## config.mk

```make
export PLATFORM = sky130hd
export DESIGN_NAME = can_bit_timer
export DESIGN_NICKNAME = d
export VERILOG_FILES = /design/src/rtl/cbt_pkg.sv /design/src/rtl/cbt_quantum_gen.sv /design/src/rtl/cbt_fall_detect.sv /design/src/rtl/can_bit_timer.sv
export SDC_FILE = /design/constraint.sdc
export NUM_CORES = 1
export LEC_CHECK = 0
export CORE_MARGIN = 2
export CORE_UTILIZATION = 55
export DETAILED_ROUTE_END_ITERATION = 7
export PLACE_DENSITY = 0.75
export SYNTH_ARGS = -nofsm -noshare
export SYNTH_HDL_FRONTEND = slang
export SYNTH_SLANG_ARGS = --single-unit
```

## constraint.sdc

```tcl
create_clock -name clk -period 6.5 [get_ports clk]
set_clock_uncertainty 0.2 [all_clocks]
set_input_delay 1.3 -clock clk [delete_from_list [all_inputs] [get_ports clk]]
set_output_delay 1.3 -clock clk [all_outputs]
set_load 0.02 [all_outputs]
```

## src/rtl/cbt_pkg.sv

```systemverilog
package cbt_pkg;

    typedef enum logic [1:0] {
        ST_SYNC = 2'd0,
        ST_SEG1 = 2'd1,
        ST_SEG2 = 2'd2
    } bt_state_e;

endpackage

```

## src/rtl/cbt_quantum_gen.sv

```systemverilog
module cbt_quantum_gen #(
    parameter int DIV_W = 6
) (
    input  logic             clk,
    input  logic             rst_n,
    input  logic [DIV_W-1:0] div_m1,
    output logic             tq_tick
);

    logic [DIV_W-1:0] cnt_q;

    assign tq_tick = (cnt_q >= div_m1);

    always_ff @(posedge clk or negedge rst_n) begin
        if (!rst_n) begin
            cnt_q <= '0;
        end else if (tq_tick) begin
            cnt_q <= '0;
        end else begin
            cnt_q <= cnt_q + 1'b1;
        end
    end


    tick_gap_chk: assert property (@(posedge clk) disable iff (!rst_n)
        tq_tick |=> (!tq_tick || div_m1 == '0));

endmodule

```

## src/rtl/cbt_fall_detect.sv

```systemverilog
module cbt_fall_detect (
    input  logic clk,
    input  logic rst_n,
    input  logic tq_tick,
    input  logic rx_in,
    output logic fall
);

    logic prev_q;

    always_ff @(posedge clk or negedge rst_n) begin
        if (!rst_n) begin
            prev_q <= 1'b1;
        end else if (tq_tick) begin
            prev_q <= rx_in;
        end
    end

    assign fall = tq_tick & prev_q & ~rx_in;

endmodule

```

## src/rtl/can_bit_timer.sv

```systemverilog
module can_bit_timer #(
    parameter int DIV_W  = 6,
    parameter int SEG1_W = 4,
    parameter int SEG2_W = 3,
    parameter int JUMP_W = 2
) (
    input  logic              clk,
    input  logic              rst_n,
    input  logic [DIV_W-1:0]  quanta_div_m1,
    input  logic [SEG1_W-1:0] seg1_m1,
    input  logic [SEG2_W-1:0] seg2_m1,
    input  logic [JUMP_W-1:0] jump_m1,
    input  logic              bus_idle,
    input  logic              rx_in,
    output logic              tx_point,
    output logic              sample_point,
    output logic              sample_bit
);
    import cbt_pkg::*;

    localparam int CNT_W = ((SEG1_W > SEG2_W) ? SEG1_W : SEG2_W) + 2;
    localparam logic [CNT_W-1:0] ONE = 1;

    logic tq_tick;
    logic fall;

    cbt_quantum_gen #(.DIV_W(DIV_W)) u_qgen (
        .clk     (clk),
        .rst_n   (rst_n),
        .div_m1  (quanta_div_m1),
        .tq_tick (tq_tick)
    );

    cbt_fall_detect u_fall (
        .clk     (clk),
        .rst_n   (rst_n),
        .tq_tick (tq_tick),
        .rx_in   (rx_in),
        .fall    (fall)
    );

    bt_state_e        state_q, nom_st, nxt_st;
    logic [CNT_W-1:0] qcnt_q, nom_cnt, nxt_cnt;
    logic [CNT_W-1:0] ext_q, nxt_ext, shr_q, nxt_shr;
    logic             used_q, nxt_used;
    logic [CNT_W-1:0] len1_nom, len2_nom, jump_raw, jump_eff, len1, len2;
    logic [CNT_W-1:0] late_err, early_err, late_adj;
    logic             at_sample;

    assign len1_nom = CNT_W'(seg1_m1) + ONE;
    assign len2_nom = CNT_W'(seg2_m1) + ONE;
    assign jump_raw = CNT_W'(jump_m1) + ONE;
    assign jump_eff = (jump_raw < len2_nom) ? jump_raw : len2_nom;
    assign len1     = len1_nom + ext_q;
    assign len2     = len2_nom - shr_q;

    // counted progress through the bit
    always_comb begin
        nom_st  = state_q;
        nom_cnt = qcnt_q + ONE;
        unique case (state_q)
            ST_SYNC: begin
                nom_st  = ST_SEG1;
                nom_cnt = '0;
            end
            ST_SEG1: begin
                if (qcnt_q >= len1 - ONE) begin
                    nom_st  = ST_SEG2;
                    nom_cnt = '0;
                end
            end
            ST_SEG2: begin
                if (qcnt_q >= len2 - ONE) begin
                    nom_st  = ST_SYNC;
                    nom_cnt = '0;
                end
            end
            default: begin
                nom_st  = ST_SYNC;
                nom_cnt = '0;
            end
        endcase
    end

    assign late_err  = nom_cnt + ONE;
    assign early_err = len2 - nom_cnt;
    assign late_adj  = (late_err < jump_eff) ? late_err : jump_eff;
    assign at_sample = (state_q == ST_SEG1) && (nom_st == ST_SEG2);

    // edge-driven corrections
    always_comb begin
        nxt_st   = nom_st;
        nxt_cnt  = nom_cnt;
        nxt_ext  = ext_q;
        nxt_shr  = shr_q;
        nxt_used = used_q;
        if (nom_st == ST_SYNC) begin
            nxt_ext  = '0;
            nxt_shr  = '0;
            nxt_used = 1'b0;
        end
        if (fall && bus_idle) begin
            nxt_st   = ST_SYNC;
            nxt_cnt  = '0;
            nxt_ext  = '0;
            nxt_shr  = '0;
            nxt_used = 1'b1;
        end else if (fall && !used_q) begin
            case (nom_st)
                ST_SEG1: begin
                    nxt_ext  = ext_q + late_adj;
                    nxt_used = 1'b1;
                end
                ST_SEG2: begin
                    nxt_used = 1'b1;
                    if (early_err <= jump_eff) begin
                        nxt_st  = ST_SYNC;
                        nxt_cnt = '0;
                        nxt_ext = '0;
                        nxt_shr = '0;
                    end else begin
                        nxt_shr = shr_q + jump_eff;
                    end
                end
                default: ;
            endcase
        end
    end

    // state register
    always_ff @(posedge clk or negedge rst_n) begin
        if (!rst_n) begin
            state_q <= ST_SYNC;
            qcnt_q  <= '0;
            ext_q   <= '0;
            shr_q   <= '0;
            used_q  <= 1'b0;
        end else if (tq_tick) begin
            state_q <= nxt_st;
            qcnt_q  <= nxt_cnt;
            ext_q   <= nxt_ext;
            shr_q   <= nxt_shr;
            used_q  <= nxt_used;
        end
    end

    // outputs
    always_ff @(posedge clk or negedge rst_n) begin
        if (!rst_n) begin
            tx_point     <= 1'b0;
            sample_point <= 1'b0;
            sample_bit   <= 1'b1;
        end else begin
            tx_point     <= tq_tick && (nxt_st == ST_SYNC);
            sample_point <= tq_tick && at_sample;
            if (tq_tick && at_sample) begin
                sample_bit <= rx_in;
            end
        end
    end


    tx_in_sync_chk: assert property (@(posedge clk) disable iff (!rst_n)
        tx_point |-> (state_q == ST_SYNC));


    sample_hold_chk: assert property (@(posedge clk) disable iff (!rst_n)
        !$stable(sample_bit) |-> sample_point);


    hard_sync_chk: assert property (@(posedge clk) disable iff (!rst_n)
        (fall && bus_idle) |=> (tx_point && state_q == ST_SYNC));


    one_resync_chk: assert property (@(posedge clk) disable iff (!rst_n)
        used_q |=> ((ext_q == $past(ext_q) && shr_q == $past(shr_q)) || state_q == ST_SYNC));

endmodule

```

==> flow_summary.yaml <==
setup_path:
  critical_path_required_ps: 6480
  crit_path_end_kind: "flop"
  cp-start-kind: "input pin"
  path_common_cell: "ha_4"
  crit_slowest_cell: "fa_1"
  crit_path_max_fanout: 6
  crit_type: "in2reg"
  cp_data_arrival_time_ps: 6750
  slowest_delay_ps: 530
global_routing:
  first_global_vias: 3223
  antenna_found_initial: 0
  overflow: 0
  grt_use_total: 0.288
  grt_pass1_wl_mm: 14.4
  grt_max_degree: 32
timing:
  finalSetupViolCount: 20
  worst_pin_slew_ps: 732
  fmax_ghz: 0.148
  report.final.slew_viol_count: 0
  relSlewSlack: 0.512
  rsz0062_at_grt: "true"
  timing_hold_violations_final: 0
  fin_crit_ps: 6770
  finalWorstSetupSlack_ps: -271
  period_share: 1.04
synth:
  synth_seq_cells: 31
  seq_area_frac_synth: 0.236
  synthFlopType: "dfrtp_1"
  synth_area_per_cell_um2: 8.98
  synth_edf_count: 0
  async_flop_share: 1.00
  yosysWarnings: 0
  syn_area_um2: 3300
  netlist_instances: 368
  ys_types: 53
placed_design:
  place.port_buffers: 21
  gp_congestion: 0.891
  dp_hpwl_mm: 6.38
  placedCellCount: 513
clock_network:
  clk_pin_slew_ps: 70
  cts.sinks: 31
  numCtsBuffers: 5
  clk_path_buf_depth: 2
  cts_root_buf: "clkbuf_8"
  clk_latency_ps: 300
  hold_buffers: 0
  htreeDepth: 2
  tritoncts: "yes"
detailed_routing:
  wl_mm: 9.33
  route.detailed.drc: 0
  drt_iter0_markers: 192
  vias_per_cell: 5.79
  antenna_left: 0
  wl_per_cell_um: 17.0
  vias: 3175
  first_pass_iters: 5
run:
  cap_violations: 0
final_layout:
  fin_cells: 548
  area_growth_pct: 44.7
  diodes: 0
  drive_gt1_frac: 0.357
  final_util: 0.817
  nets: 556
power_and_ir_drop:
  intPower_mw: 0.827
  leakage_nw: 2.32
  power_frac_seq: 0.208
  clkPwrFrac: 0.138
  vdd_drop_max_uv: 210
  power_density_nw_per_um2: 301
  combPwrFrac: 0.654
  p_sw_mw: 0.611
  p_sw_frac: 0.425
floorplanning:
  die_w_um: 81.5
  fp.dieH_um: 81.5
  die_area_um2: 6640
  row_count: 28
  start_util: 0.565
  ioPinCount: 22
  coreArea_um2: 5850
run_status:
  violations: "setup timing"
  outcome: "finished with violations"
min_path:
  min_path_type: "reg2reg"
==> routing by layer <==
layer / GRT usage / vias to the layer above / share of wire
li1: - / 1505 / -
met1: 0.314 / 1530 / 0.38
met2: 0.539 / 104 / 0.52
met3: 0.0516 / 36 / 0.059
met4: 0.131 / 0 / 0.041
met5: 0 / - / 0
==> power by group through the flow <==
stage	registers [mW]	logic, mW	clock network, mW
floorplan	0.283	0.498	0
global placement	0.296	0.702	0
CTS	0.297	0.872	0.202
global route	0.307	1.02	0.204
finish	0.300	0.941	0.198
detailed placement	0.299	0.728	0
==> cell usage in the layout, fill, tap and decap left out, types with 12 or more instances in the layout <==
| cell | n |
|---|---|
| buf_4 | 73 |
| ha_1 | 49 |
| inv_1 | 31 |
| dfrtp_1 | 29 |
| nand2_1 | 24 |
| nor2_1 | 17 |
| clkdlybuf4s50_1 | 17 |
| a21oi_1 | 16 |
| a21o_1 | 15 |
| xor2_1 | 12 |
==> flip-flops by register name, indices dropped and copies added (netlist names), 2 cells and up <==
register and flops:
ext_q 6, qcnt_q 6, shr_q 6, u_qgen.cnt_q 6, state_q 2
==> area by class of cell <==
| type | instances | area (µm²) |
|---|---|---|
| clock buffer | 5 | 68.8 |
| sequential | 31 | 778 |
| fill | 334 | 1070 |
| tap | 75 | 93.8 |
| multi-input combinational | 300 | 2800 |
| timing repair buffer | 101 | 870 |
| clock inverter | 3 | 43.8 |
| inverter | 33 | 124 |
==> timing repair <==
item | in CTS | in global routing
gates resized for setup | 57 | 21
pin swaps | 65 | 16
endpoints found under the setup margin | 20 | 20
setup buffers | 22 | 6
==> Yosys cell counts, drive strengths merged (3+ instances only) <==
library cell | instances | area share
ha | 60 | 0.23
inv | 33 | 0.037
nand2 | 31 | 0.035
dfrtp | 29 | 0.22
a21oi | 24 | 0.036
o21ai | 19 | 0.030
nor2 | 18 | 0.020
xnor2 | 18 | 0.048
a21o | 15 | 0.034
xor2 | 15 | 0.044
nand3 | 11 | 0.018
nor3 | 11 | 0.017
a22o | 9 | 0.026
nor2b | 7 | 0.013
clkbuf | 5 | 0.0057
fa | 5 | 0.030
nand2b | 5 | 0.0095
and2 | 4 | 0.0083
nand4 | 4 | 0.0076
o21a | 4 | 0.0091
mux2 | 3 | 0.010
mux2i | 3 | 0.0091
nand3b | 3 | 0.0068
==> metrics by stage <==
stage | power, mW | setup TNS, ps | area, µm² | hold slack [ps] | setup WS [ps]
after floorplan | 0.781 | -1820 | 3450 | 244 | -259
after global placement | 0.998 | -17010 | 4120 | 254 | -963
after detailed placement | 1.03 | -20280 | 4120 | 262 | -1130
after CTS | 1.37 | -1790 | 4640 | 272 | -167
after global routing | 1.53 | -8400 | 4780 | 292 | -501
final | 1.44 | -3880 | 4780 | 272 | -271
==> worst paths after layout <==
check                                          startpoint                        end  slack, ps  depth (start not counted)
worst max-delay path                           seg2_m1[0]      qcnt_q[4]$_DFFE_PN0N_       -270                         30
worst min-delay path            u_fall.prev_q$_DFFE_PN1N_  u_fall.prev_q$_DFFE_PN1N_        270                          2
worst max register to register       shr_q[0]$_DFFE_PN0N_       ext_q[4]$_DFFE_PN0N_        570                         30
worst min register to register  u_fall.prev_q$_DFFE_PN1N_  u_fall.prev_q$_DFFE_PN1N_        270                          2
max in group asynchronous                           rst_n     sample_bit$_DFFE_PN1P_       4590                          2
min in group asynchronous                           rst_n       shr_q[2]$_DFFE_PN0N_       1190                          2
==> cells by family (layout without fill, tap and decap cells) <==
kind of cell | after synthesis | in the layout | synth area share
other | 2 | 4 | 0.00227
multiplexers | 6 | 6 | 0.0193
adder cells (fa/ha/maj) | 65 | 65 | 0.257
AO/OA/AOI/OAI | 90 | 90 | 0.189
AND/OR/NAND/NOR | 101 | 101 | 0.151
buffers and inverters | 39 | 142 | 0.0466
flip-flops | 31 | 31 | 0.236
XOR/XNOR | 34 | 34 | 0.0988
==> critical path: cells and delay by family <==
| kind | cells | cell delay (ps) |
|---|---|---|
| adders and majority gates | 6 | 1760 |
| buffers and inverters | 3 | 300 |
| and+or+nand+nor | 9 | 1160 |
| AOI/OAI and AO/OA | 9 | 1740 |
| xor gates and xnor gates | 3 | 470 |
(Power assumes the default switching activity.)
